File: src/rtl/ihex_pkg.sv
package ihex_pkg;
  typedef enum logic [2:0] {
    PS_LINE, PS_SKIP, PS_HUNT, PS_REC, PS_DONE
  } pstate_t;

  localparam logic [7:0] CH_COLON = 8'h3A;
  localparam logic [7:0] CH_CR    = 8'h0D;
  localparam logic [7:0] CH_LF    = 8'h0A;

  function automatic logic rec_legal(input logic [7:0] t, input logic [7:0] c,
                                     input int depth);
    case (t)
      8'h00:        return int'(c) <= depth;
      8'h01:        return c == 8'd0;
      8'h02, 8'h04: return c == 8'd2;
      8'h03, 8'h05: return c == 8'd4;
      default:      return 1'b0;
    endcase
  endfunction
endpackage

File: src/rtl/ihex_hexdig.sv
module ihex_hexdig (
  input  logic [7:0] ch,
  output logic       is_hex,
  output logic [3:0] val
);
  always_comb begin
    is_hex = 1'b1;
    val    = 4'h0;
    if (ch >= 8'h30 && ch <= 8'h39)      val = 4'(ch - 8'h30);
    else if (ch >= 8'h41 && ch <= 8'h46) val = 4'(ch - 8'h37);
    else if (ch >= 8'h61 && ch <= 8'h66) val = 4'(ch - 8'h57);
    else                                 is_hex = 1'b0;
  end
endmodule

File: src/rtl/ihex_rec_parser.sv
module ihex_rec_parser
  import ihex_pkg::*;
#(
  parameter int BUF_DEPTH = 32
) (
  input  logic        clk,
  input  logic        rst_n,
  input  logic        in_valid,
  input  logic [7:0]  in_data,
  output logic        in_ready,
  input  logic        drain_busy,
  output logic        launch,
  output logic [7:0]  launch_cnt,
  output logic [31:0] launch_base,
  input  logic [7:0]  rd_idx,
  output logic [7:0]  rd_data,
  output logic        done,
  output logic        cksum_err,
  output logic        fmt_err,
  output logic [31:0] start_cs_ip,
  output logic [31:0] start_linear
);
  localparam int AW = (BUF_DEPTH > 1) ? $clog2(BUF_DEPTH) : 1;

  pstate_t     st;
  logic        have_hi;
  logic [3:0]  nib_hi;
  logic [8:0]  idx;
  logic [7:0]  cnt, rtype, sum;
  logic [15:0] raddr, seg, lin;
  logic [7:0]  bufm [BUF_DEPTH];

  logic        acc, is_hex, eol, colon;
  logic [3:0]  nval;
  logic [7:0]  bval, sum_n;
  logic [8:0]  data_pos;
  logic        buf_we;

  ihex_hexdig u_dig (.ch(in_data), .is_hex(is_hex), .val(nval));

  assign in_ready = !drain_busy;
  assign acc      = in_valid && in_ready;
  assign eol      = (in_data == CH_CR) || (in_data == CH_LF);
  assign colon    = (in_data == CH_COLON);
  assign bval     = {nib_hi, nval};
  assign sum_n    = sum + bval;
  assign data_pos = idx - 9'd4;
  assign buf_we   = acc && st == PS_REC && is_hex && have_hi && idx >= 9'd4 &&
                    data_pos < {1'b0, cnt};
  assign rd_data  = bufm[rd_idx[AW-1:0]];
  assign done     = (st == PS_DONE);

  always_ff @(posedge clk)
    if (buf_we) bufm[data_pos[AW-1:0]] <= bval;

  always_ff @(posedge clk) begin
    if (!rst_n) begin
      st <= PS_LINE; have_hi <= 1'b0; nib_hi <= '0; idx <= '0;
      cnt <= '0; rtype <= '0; sum <= '0; raddr <= '0; seg <= '0; lin <= '0;
      cksum_err <= 1'b0; fmt_err <= 1'b0;
      start_cs_ip <= '0; start_linear <= '0;
      launch <= 1'b0; launch_cnt <= '0; launch_base <= '0;
    end else begin
      launch <= 1'b0;
      if (acc) begin
        case (st)
          PS_LINE: begin
            if (colon) begin
              st <= PS_REC; idx <= '0; have_hi <= 1'b0; sum <= '0;
            end else if (!eol) st <= PS_SKIP;
          end
          PS_SKIP: if (eol) st <= PS_LINE;
          PS_HUNT: if (colon) begin
            st <= PS_REC; idx <= '0; have_hi <= 1'b0; sum <= '0;
          end
          PS_REC: begin
            if (!is_hex) begin
              fmt_err <= 1'b1;
              idx <= '0; have_hi <= 1'b0; sum <= '0;
              st <= colon ? PS_REC : PS_HUNT;
            end else if (!have_hi) begin
              nib_hi <= nval; have_hi <= 1'b1;
            end else begin
              have_hi <= 1'b0;
              sum <= sum_n;
              idx <= idx + 9'd1;
              case (idx)
                9'd0: cnt <= bval;
                9'd1: raddr[15:8] <= bval;
                9'd2: raddr[7:0] <= bval;
                9'd3: begin
                  rtype <= bval;
                  if (!rec_legal(bval, cnt, BUF_DEPTH)) begin
                    fmt_err <= 1'b1; st <= PS_HUNT;
                  end
                end
                default: if (data_pos >= {1'b0, cnt}) begin
                  st <= PS_LINE;
                  if (sum_n != 8'h00) cksum_err <= 1'b1;
                  else case (rtype)
                    8'h00: if (cnt != 8'd0) begin
                      launch <= 1'b1; launch_cnt <= cnt;
                      launch_base <= {lin, 16'h0000} + {12'h000, seg, 4'h0} +
                                     {16'h0000, raddr};
                    end
                    8'h01: st <= PS_DONE;
                    8'h02: seg <= {bufm[0], bufm[1]};
                    8'h03: start_cs_ip <= {bufm[0], bufm[1], bufm[2], bufm[3]};
                    8'h04: lin <= {bufm[0], bufm[1]};
                    default: start_linear <= {bufm[0], bufm[1], bufm[2], bufm[3]};
                  endcase
                end
              endcase
            end
          end
          default: ;
        endcase
      end
    end
  end

  assert_done_sticky_R8: assert property (@(posedge clk) disable iff (!rst_n)
    done |=> done);
  assert_cksum_sticky_R3: assert property (@(posedge clk) disable iff (!rst_n)
    cksum_err |=> cksum_err);
  assert_fmt_sticky_R9: assert property (@(posedge clk) disable iff (!rst_n)
    fmt_err |=> fmt_err);
  assert_no_launch_after_done_R8: assert property (@(posedge clk) disable iff (!rst_n)
    done |-> !launch);
endmodule

File: src/rtl/ihex_wr_drain.sv
module ihex_wr_drain #(
  parameter int AW = 32
) (
  input  logic          clk,
  input  logic          rst_n,
  input  logic          start,
  input  logic [7:0]    start_cnt,
  input  logic [AW-1:0] start_base,
  output logic          busy,
  output logic [7:0]    rd_idx,
  input  logic [7:0]    rd_data,
  output logic          wr_valid,
  input  logic          wr_ready,
  output logic [AW-1:0] wr_addr,
  output logic [7:0]    wr_data
);
  logic          active;
  logic [7:0]    ptr, cnt_q;
  logic [AW-1:0] base_q;

  assign busy     = start || active;
  assign rd_idx   = ptr;
  assign wr_valid = active;
  assign wr_addr  = base_q + AW'(ptr);
  assign wr_data  = rd_data;

  always_ff @(posedge clk) begin
    if (!rst_n) begin
      active <= 1'b0; ptr <= '0; cnt_q <= '0; base_q <= '0;
    end else if (start) begin
      active <= 1'b1; ptr <= '0; cnt_q <= start_cnt; base_q <= start_base;
    end else if (active && wr_ready) begin
      if (ptr == cnt_q - 8'd1) active <= 1'b0;
      else                     ptr <= ptr + 8'd1;
    end
  end

  assert_wr_hold_R10: assert property (@(posedge clk) disable iff (!rst_n)
    (wr_valid && !wr_ready) |=> (wr_valid && $stable(wr_addr) && $stable(wr_data)));
  assert_ptr_in_range_R4: assert property (@(posedge clk) disable iff (!rst_n)
    active |-> (ptr < cnt_q));
endmodule

File: src/rtl/ihex_loader.sv
module ihex_loader #(
  parameter int BUF_DEPTH = 32
) (
  input  logic        clk,
  input  logic        rst_n,
  input  logic        in_valid,
  input  logic [7:0]  in_data,
  output logic        in_ready,
  output logic        wr_valid,
  input  logic        wr_ready,
  output logic [31:0] wr_addr,
  output logic [7:0]  wr_data,
  output logic        done,
  output logic        cksum_err,
  output logic        fmt_err,
  output logic [31:0] start_cs_ip,
  output logic [31:0] start_linear
);
  logic        busy, launch;
  logic [7:0]  launch_cnt, rd_idx, rd_data;
  logic [31:0] launch_base;

  ihex_rec_parser #(.BUF_DEPTH(BUF_DEPTH)) u_parse (
    .clk(clk), .rst_n(rst_n), .in_valid(in_valid), .in_data(in_data),
    .in_ready(in_ready), .drain_busy(busy), .launch(launch),
    .launch_cnt(launch_cnt), .launch_base(launch_base), .rd_idx(rd_idx),
    .rd_data(rd_data), .done(done), .cksum_err(cksum_err), .fmt_err(fmt_err),
    .start_cs_ip(start_cs_ip), .start_linear(start_linear));

  ihex_wr_drain #(.AW(32)) u_drain (
    .clk(clk), .rst_n(rst_n), .start(launch), .start_cnt(launch_cnt),
    .start_base(launch_base), .busy(busy), .rd_idx(rd_idx), .rd_data(rd_data),
    .wr_valid(wr_valid), .wr_ready(wr_ready), .wr_addr(wr_addr), .wr_data(wr_data));

  assert_no_input_while_write_R10: assert property (@(posedge clk) disable iff (!rst_n)
    wr_valid |-> !in_ready);
  assert_done_no_write_R8: assert property (@(posedge clk) disable iff (!rst_n)
    done |-> !wr_valid);
endmodule

File: config.mk
export PLATFORM = sky130hd
export DESIGN_NAME = ihex_loader
export DESIGN_NICKNAME = d
export VERILOG_FILES = /design/src/rtl/ihex_pkg.sv /design/src/rtl/ihex_hexdig.sv /design/src/rtl/ihex_rec_parser.sv /design/src/rtl/ihex_wr_drain.sv /design/src/rtl/ihex_loader.sv
export SDC_FILE = /design/constraint.sdc
export NUM_CORES = 1
export LEC_CHECK = 0
export BUFFER_PORTS_ARGS = -buffer_cell sky130_fd_sc_hd__buf_2
export CORE_ASPECT_RATIO = 1.1
export CORE_UTILIZATION = 35
export CTS_CLUSTER_SIZE = 24
export DETAILED_ROUTE_END_ITERATION = 12
export GPL_ROUTABILITY_DRIVEN = 0
export SLEW_MARGIN = 20
export SYNTH_ARGS = -nofsm -noshare
export SYNTH_HDL_FRONTEND = slang
export SYNTH_SLANG_ARGS = --single-unit
File: constraint.sdc
create_clock -name clk -period 5.5 [get_ports clk]
set_input_delay 0.825 -clock clk [delete_from_list [all_inputs] [get_ports clk]]
set_output_delay 0.825 -clock clk [all_outputs]
set_load 0.05 [all_outputs]
=== Yosys cells after proc, flatten, opt, wreduce, memory -nomap -nowiden ===
Memory sizes are Yosys's and may differ from the RTL's. A register that Yosys moved wholly into a read port is not among the register bits.
Index checks and enable logic that the tools add are counted.
W data, S select, Z words.

* Add/sub/neg operators: 11
* Magnitude comparators: 10
* Equal/unequal tests: 33
* Multiplexer cells: 50
* Bitwise operators: 11
* Reductions and logical operators: 49

{| class="wikitable"
|+ Operator list
! kind !! count
|-
| $eq A8 B2 Y1 const B || 5
|-
| $add A32 B16 Y32 || 1
|-
| $add A32 B20 Y32 || 1
|-
| $add A32 B8 Y32 || 1
|-
| $eq A8 B3 Y1 const B || 4
|-
| $reduce_and A8 Y1 || 4
|-
| $mux W3 || 10
|-
| $mux W9 || 3
|-
| $reduce_and A5 Y1 || 5
|-
| $logic_not A8 Y1 || 3
|-
| $mux W8 || 3
|-
| $mux W1 || 23
|-
| $eq A9 B2 Y1 const B || 2
|-
| $pmux W9 S2 || 1
|-
| $reduce_and A9 Y1 || 2
|-
| $eq A8 B1 Y1 const B || 2
|-
| $eq A8 B4 Y1 const B || 2
|-
| $ge A8 B7 Y1 const B || 2
|-
| $le A8 B6 Y1 const B || 2
|-
| $le A8 B7 Y1 const B || 2
|-
| $pmux W8 S2 || 1
|-
| $reduce_bool A8 Y1 || 2
|-
| $mux W4 || 3
|-
| $pmux W3 S4 || 1
|-
| other kinds (43) || 79
|}

* Bits in registers: 245
* Memory bits (writable): 256
* Word-level logic and storage cells: 187
* Memories: 1

{| class="wikitable"
|+ Memory list
! name !! words !! bits a word !! read ports !! clocked after Yosys merged registers in !! wr ports !! line !! text
|-
| u_parse.bufm || 32 || 8 || 5 || 1 || 1 || ihex_rec_parser.sv:31 || <nowiki>logic [7:0] bufm [BUF_DEPTH];</nowiki>
|}

=== Longest topological paths before layout ===
* Word-level depth: 19
* Mapped depth: 23
* Gate-level depth less buffers: 18

=== Cells and area by module ===
Synthesis repeated with hierarchy kept, for this count alone.

* Cell total of the unflattened synthesis: 1,829
* Area total of the unflattened synthesis: 22,555.4 um^2

{| class="wikitable"
|+ By module, submodules not included
! module !! times used !! cells each !! area each (um^2) !! seq. area each (um^2)
|-
| ihex_rec_parser || 1 || 1,463 || 19,222.2 || 11,611.1
|-
| ihex_wr_drain || 1 || 341 || 3,129.3 || 980.9
|-
| ihex_hexdig || 1 || 25 || 203.9 || 0.0
|}

=== Worst setup path after synthesis ===
No wires, ideal clock.

* Path kind: input port to flip-flop
* Start: in in_data[0]
* End: reg u_parse.launch_base[11]
* Setup time: 116 ps
* Arrival: 5,137 ps
* Required time: 5,384 ps
* Path slack: 247 ps
* Stages: 18
* Path through: clkbuf_1 -> inv_1 -> ha_1 -> or3b_1 -> nand3_1 -> a221oi_2 -> ha_1 -> o21ai_0 -> a21oi_1 -> o311ai_0 -> nor2_1 -> nand3_2 -> and4b_1 -> clkbuf_2 -> buf_6 -> buf_6 -> buf_6 -> o211a_1

* Cells in the longest elaborated chain, start to end: 9

{| class="wikitable"
|+ Ends and longest elaborated chain
! element !! line !! text
|-
| start, declared || ihex_loader.sv:7 || <nowiki>input logic [7:0] in_data,</nowiki>
|-
| $ge A8 B7 Y1 / $le A8 B7 Y1 (equally long branches) || ihex_hexdig.sv:11 || <nowiki>else if (ch >= 8'h61 && ch <= 8'h66) val = 4'(ch - 8'h57);</nowiki>
|-
| $logic_and A1 B1 Y1 || ihex_hexdig.sv:11 ||
|-
| $mux W4 || ihex_hexdig.sv:11 ||
|-
| $mux W4 || ihex_hexdig.sv:10 || <nowiki>else if (ch >= 8'h41 && ch <= 8'h46) val = 4'(ch - 8'h37);</nowiki>
|-
| $mux W4 (*) || ihex_hexdig.sv:9 || <nowiki>if (ch >= 8'h30 && ch <= 8'h39) val = 4'(ch - 8'h30);</nowiki>
|-
| via u_parse.nval[3] || ihex_rec_parser.sv:34 || <nowiki>logic [3:0] nval;</nowiki>
|-
| $add A8 B8 Y8 (*) || ihex_rec_parser.sv:46 || <nowiki>assign sum_n = sum + bval;</nowiki>
|-
| $reduce_bool A8 Y1 (*) || ihex_rec_parser.sv:99 || <nowiki>if (sum_n != 8'h00) cksum_err <= 1'b1;</nowiki>
|-
| $not A1 Y1 (no source line) (*) || - ||
|-
| $reduce_and A9 Y1 (no source line) (*) || - ||
|-
| end signal, assigned || ihex_rec_parser.sv:103 || <nowiki>launch_base <= {lin, 16'h0000} + {12'h000, seg, 4'h0} +</nowiki>
|-
| end, declared || ihex_rec_parser.sv:14 || <nowiki>output logic [31:0] launch_base,</nowiki>
|}

The timed path passes the listed nets; every way through them passes the cells marked *.
A chain may end at the register's enable or synchronous reset.

=== Worst setup path after layout ===
* Start: reg u_parse.idx[2]
* End: mem u_parse.bufm[21][2], enable pin

* Cells in the longest elaborated chain, start to end: 5

{| class="wikitable"
|+ Ends and longest elaborated chain
! element !! line !! text
|-
| start, declared || ihex_rec_parser.sv:28 || <nowiki>logic [8:0] idx;</nowiki>
|-
| start signal, assigned || ihex_rec_parser.sv:86 || <nowiki>idx <= idx + 9'd1;</nowiki>
|-
| $sub A9 B3 Y9 / $ge A9 B3 Y1 (equally long branches) || ihex_rec_parser.sv:47, ihex_rec_parser.sv:48 ||
|-
| $lt A9 B8 Y1 / $logic_and A1 B1 Y1 (equally long branches) || ihex_rec_parser.sv:49, ihex_rec_parser.sv:48 ||
|-
| $logic_and A1 B1 Y1 || ihex_rec_parser.sv:48 || <nowiki>assign buf_we = acc && st == PS_REC && is_hex && have_hi && idx >= 9'd4 &&</nowiki>
|-
| $mux W1 || ihex_rec_parser.sv:54 || <nowiki>if (buf_we) bufm[data_pos[AW-1:0]] <= bval;</nowiki>
|-
| $mux W1 (not written as such) || ihex_rec_parser.sv:54 ||
|-
| end, declared || ihex_rec_parser.sv:31 ||
|}

Parallel ways exist; a longest one is shown, timed or not.

==> impl_metrics.csv <==
group,metric,value,unit
placement,port_buffers,120,
clocking,cts_max_path_buffers,3,
routing,drtIter0Drc,1038,
routing,detail-route-antenna-nets,0,
final_layout,fin_nets,1979,
yosys,netlist_instances,1796,
yosys,synth.cell_area,22700,µm²
grt,grt_max_degree,80,
clocking,cts_hold_buf,0,
critical_path,cp-start-kind,"flop",
floorplan,die-area,65800,µm²
clocking,cts_buffers,52,
critical_path,path_cells,"inv_1 > ha_1 > xnor2_1 > inv_1 > ha_1 > a211o_1 > o31ai_1 > and4b_1 > nand2_1 > nor2_1",
clocking,clock-sinks,506,
final_layout,final_cell_mix,"edfxtp_1 (256), dfxtp_1 (247), nor2b_1 (162)",
final_layout,drive_gt1_frac,0.179,
critical_path,worstSetupPathType,"reg -> reg",
min_path,holdPathStages,2,
power,vdd_drop_max,0.000183,V
floorplan,io_pins,121,
clocking,clk_pin_slew,0.06,ns
final_layout,final_common_cell,"edfxtp_1",
yosys,ys_warn_count,0,
yosys,syn_area_per_cell,12.6,µm²
critical_path,worstPathMaxFanout,9,
critical_path,required,5.72,ns
grt,grt_pass1_wl,82.0,mm
grt,gr-total-overflow,0,
yosys,synth_edf_count,256,
critical_path,crit_buf_inv,2,
critical_path,end_kind,"flop",
clocking,root_buffer,"clkbuf_16",
final_layout,postLayoutCellArea,25900,µm²
timing,final.setup.worst_slack,0.925,ns
min_path,holdCritStartpoint,"u_parse.start_linear[22]$_SDFFE_PN0P_",
yosys,synth_flop_cell,"edfxtp_1",
timing,rsz0062_at_grt,"no",
floorplan,die_h,269,µm
clocking,post_cts_resized,0,
grt,antenna_found_initial,1,
critical_path,r2r_cells,10,
timing,setup_viol_count_final,0,
job,max-cap-violations,0,
min_path,min_path_type,"reg -> reg",
timing,max_freq,219,MHz
floorplan,core-area,63800,µm²
yosys,ys_seq_elements,506,
grt,grt_usage,0.161,
timing,hold-worst-slack,0.448,ns
timing,final-max-slew-violation-count,0,
floorplan,start_util,0.355,
placement,preCtsSetupSlack,0.531,ns
clocking,tritoncts,"done",
yosys,syn_nets,1864,
critical_path,crit_path_top_delay_cell,"nor2_1",
routing,finalWirelength,53.7,mm
routing,wire_per_inst,19.2,µm
routing,drc,0,
timing,fin_crit_sh,0.832,
floorplan,rows,97,
routing,first_pass_iters,5,
routing,drt-vias-per-instance,5.08,
power,p_leak,9.47,nW
critical_path,r2r-start,"u_parse.idx[2]$_SDFFE_PN0P_",
clocking,htreeDepth,2,
routing,num_vias,14200,
critical_path,critPathTopFamily,"simple AND/OR/NAND/NOR gates",
floorplan,die-width,245,µm
grt,grt_pass1_vias,13700,
yosys,synthArstFlopShare,0,
power,powerDensity,291,nW/µm²
timing,clock_skew,0.0293,ns
clocking,clock_latency,0.60,ns
yosys,ys_seq_area_frac,0.560,
critical_path,cp.depth,10,
placement,dpl.hpwl,36.6,mm
timing,worst_slew_pin_slew,1.03,ns
critical_path,max_stage_delay,0.76,ns
yosys,synth.distinct_cells,87,
final_layout,syn_to_final_growth,14.3,%
timing,post-route-min-period,4.57,ns
critical_path,critPathLaunch,"u_parse.idx[2]$_SDFFE_PN0P_",
run_status,status,"finished, final reports clean",
timing,tns,0,ns
power,total_power,0.00753,W
timing,hold_viol_final,0,
timing,maxSlewHeadroom,0.313,
critical_path,cp.arrival,4.80,ns
placement,placed_area,24200,µm²
clocking,postCtsSetupRepairBufs,0,
==> Yosys cell counts (5+ instances only) <==
master | count | area, µm²
a21boi_1 | 30 | 225
xor2_1 | 29 | 254
o21a_1 | 6 | 45.0
ha_1 | 53 | 663
buf_2 | 18 | 90.1
inv_1 | 46 | 173
a21oi_1 | 38 | 190
nor2_1 | 98 | 368
a31oi_1 | 10 | 62.6
a211oi_1 | 9 | 67.6
mux2_2 | 10 | 113
or4_1 | 5 | 37.5
and2_1 | 12 | 75.1
nand2b_1 | 6 | 37.5
xnor2_1 | 50 | 438
clkbuf_1 | 51 | 191
nand3_1 | 24 | 120
dfxtp_1 | 250 | 5000
buf_1 | 10 | 37.5
o21ai_0 | 33 | 165
a22oi_1 | 6 | 45.0
nor2b_1 | 162 | 1010
nor3b_1 | 7 | 52.6
nand2_1 | 150 | 563
o211a_1 | 24 | 240
nand4_1 | 8 | 50.1
a22o_1 | 10 | 87.6
mux2i_1 | 145 | 1450
a21boi_0 | 13 | 97.6
or3_1 | 11 | 68.8
a21o_1 | 7 | 52.6
mux4_2 | 80 | 1800
edfxtp_1 | 256 | 7690
nor3_1 | 17 | 85.1
nor4_1 | 9 | 56.3
and3_1 | 20 | 125
==> area by class of cell <==
| class | count | area (µm²) |
|---|---|---|
| Timing Repair Buffer | 148 | 838 |
| Clock buffer | 63 | 1390 |
| Fill cell | 5939 | 37900 |
| Clock inverter | 33 | 309 |
| Inverter | 46 | 173 |
| Multi-Input combinational cell | 1157 | 9460 |
| Tap cell | 841 | 1050 |
| Antenna cell | 1 | 2.50 |
| Sequential cell | 506 | 12700 |
==> path summary, 6_finish.rpt <==
| kind | to | slack, ns |
|---|---|---|
| setup / recovery | u_parse.bufm[21][2]$_DFFE_PP_ | 0.93 |
| hold / removal | u_parse.start_linear[22]$_SDFFE_PN0P_ | 0.45 |
| setup reg to reg | u_parse.bufm[21][2]$_DFFE_PP_ | 0.93 |
| hold reg to reg | u_parse.start_linear[22]$_SDFFE_PN0P_ | 0.45 |
==> sequential cells by signal (all words and copies together), names as in the netlist, named ones only <==
name                  count
u_parse.launch_base      32
u_parse.cnt               8
u_parse.raddr            16
u_parse.start_linear     32
u_parse.start_cs_ip      32
u_parse.launch_cnt        8
u_parse.nib_hi            4
u_drain.base_q           32
u_drain.rd_idx            8
u_parse.launch            1
u_parse.seg              16
u_parse.bufm            256
u_drain.cnt_q             8
u_parse.rtype             8
u_parse.sum               8
u_parse.idx               9
u_parse.lin              16
u_parse.cksum_err         1
u_parse.fmt_err           1
u_parse.st                3
u_drain.wr_valid          1
u_parse.have_hi           1
==> worst reg2reg max path: stages (launching register included) <==
cell and delay [ns]:
dfxtp_1 0.50, inv_1 0.21, ha_1 0.31, xnor2_1 0.52, inv_1 0.31, ha_1 0.27, a211o_1 0.25, o31ai_1 0.39
and4b_1 0.33, nand2_1 0.36, nor2_1 0.76
==> cells by family (layout without fill, tap and decap cells) <==
logic type / after synthesis / after routing / share of synthesized area
and+or+nand+nor: 559 / 559 / 0.131
muxes: 236 / 236 / 0.149
xor gates and xnor gates: 80 / 80 / 0.0315
DFF: 506 / 506 / 0.560
AOI/OAI and AO/OA: 226 / 226 / 0.0725
other: 0 / 1 / 0
buffers and inverters: 133 / 290 / 0.0248
adders and majority gates: 56 / 56 / 0.0319
==> per-stage QoR <==
step | std cells | util
floorplan | 1796 | -
global placement | 2698 | 0.379
detailed placement | 2698 | 0.379
CTS | 2794 | 0.406
global route | 2794 | 0.406
finish | 2795 | 0.406
==> layer usage <==
layer  up-vias  GRT usage  part of all wire
met1      6937      0.220              0.46
met3        80     0.0307             0.057
met4         0     0.0405             0.020
met2       363      0.263              0.47
li1       6822          -                 -
met5         -          0                 0
==> where the power goes <==
part	internal (W)	switching, W
sequential	0.00393	0.00000230
combinational	0.0000413	0.0000640
clock	0.00203	0.00146
(Power assumes the default switching activity.)
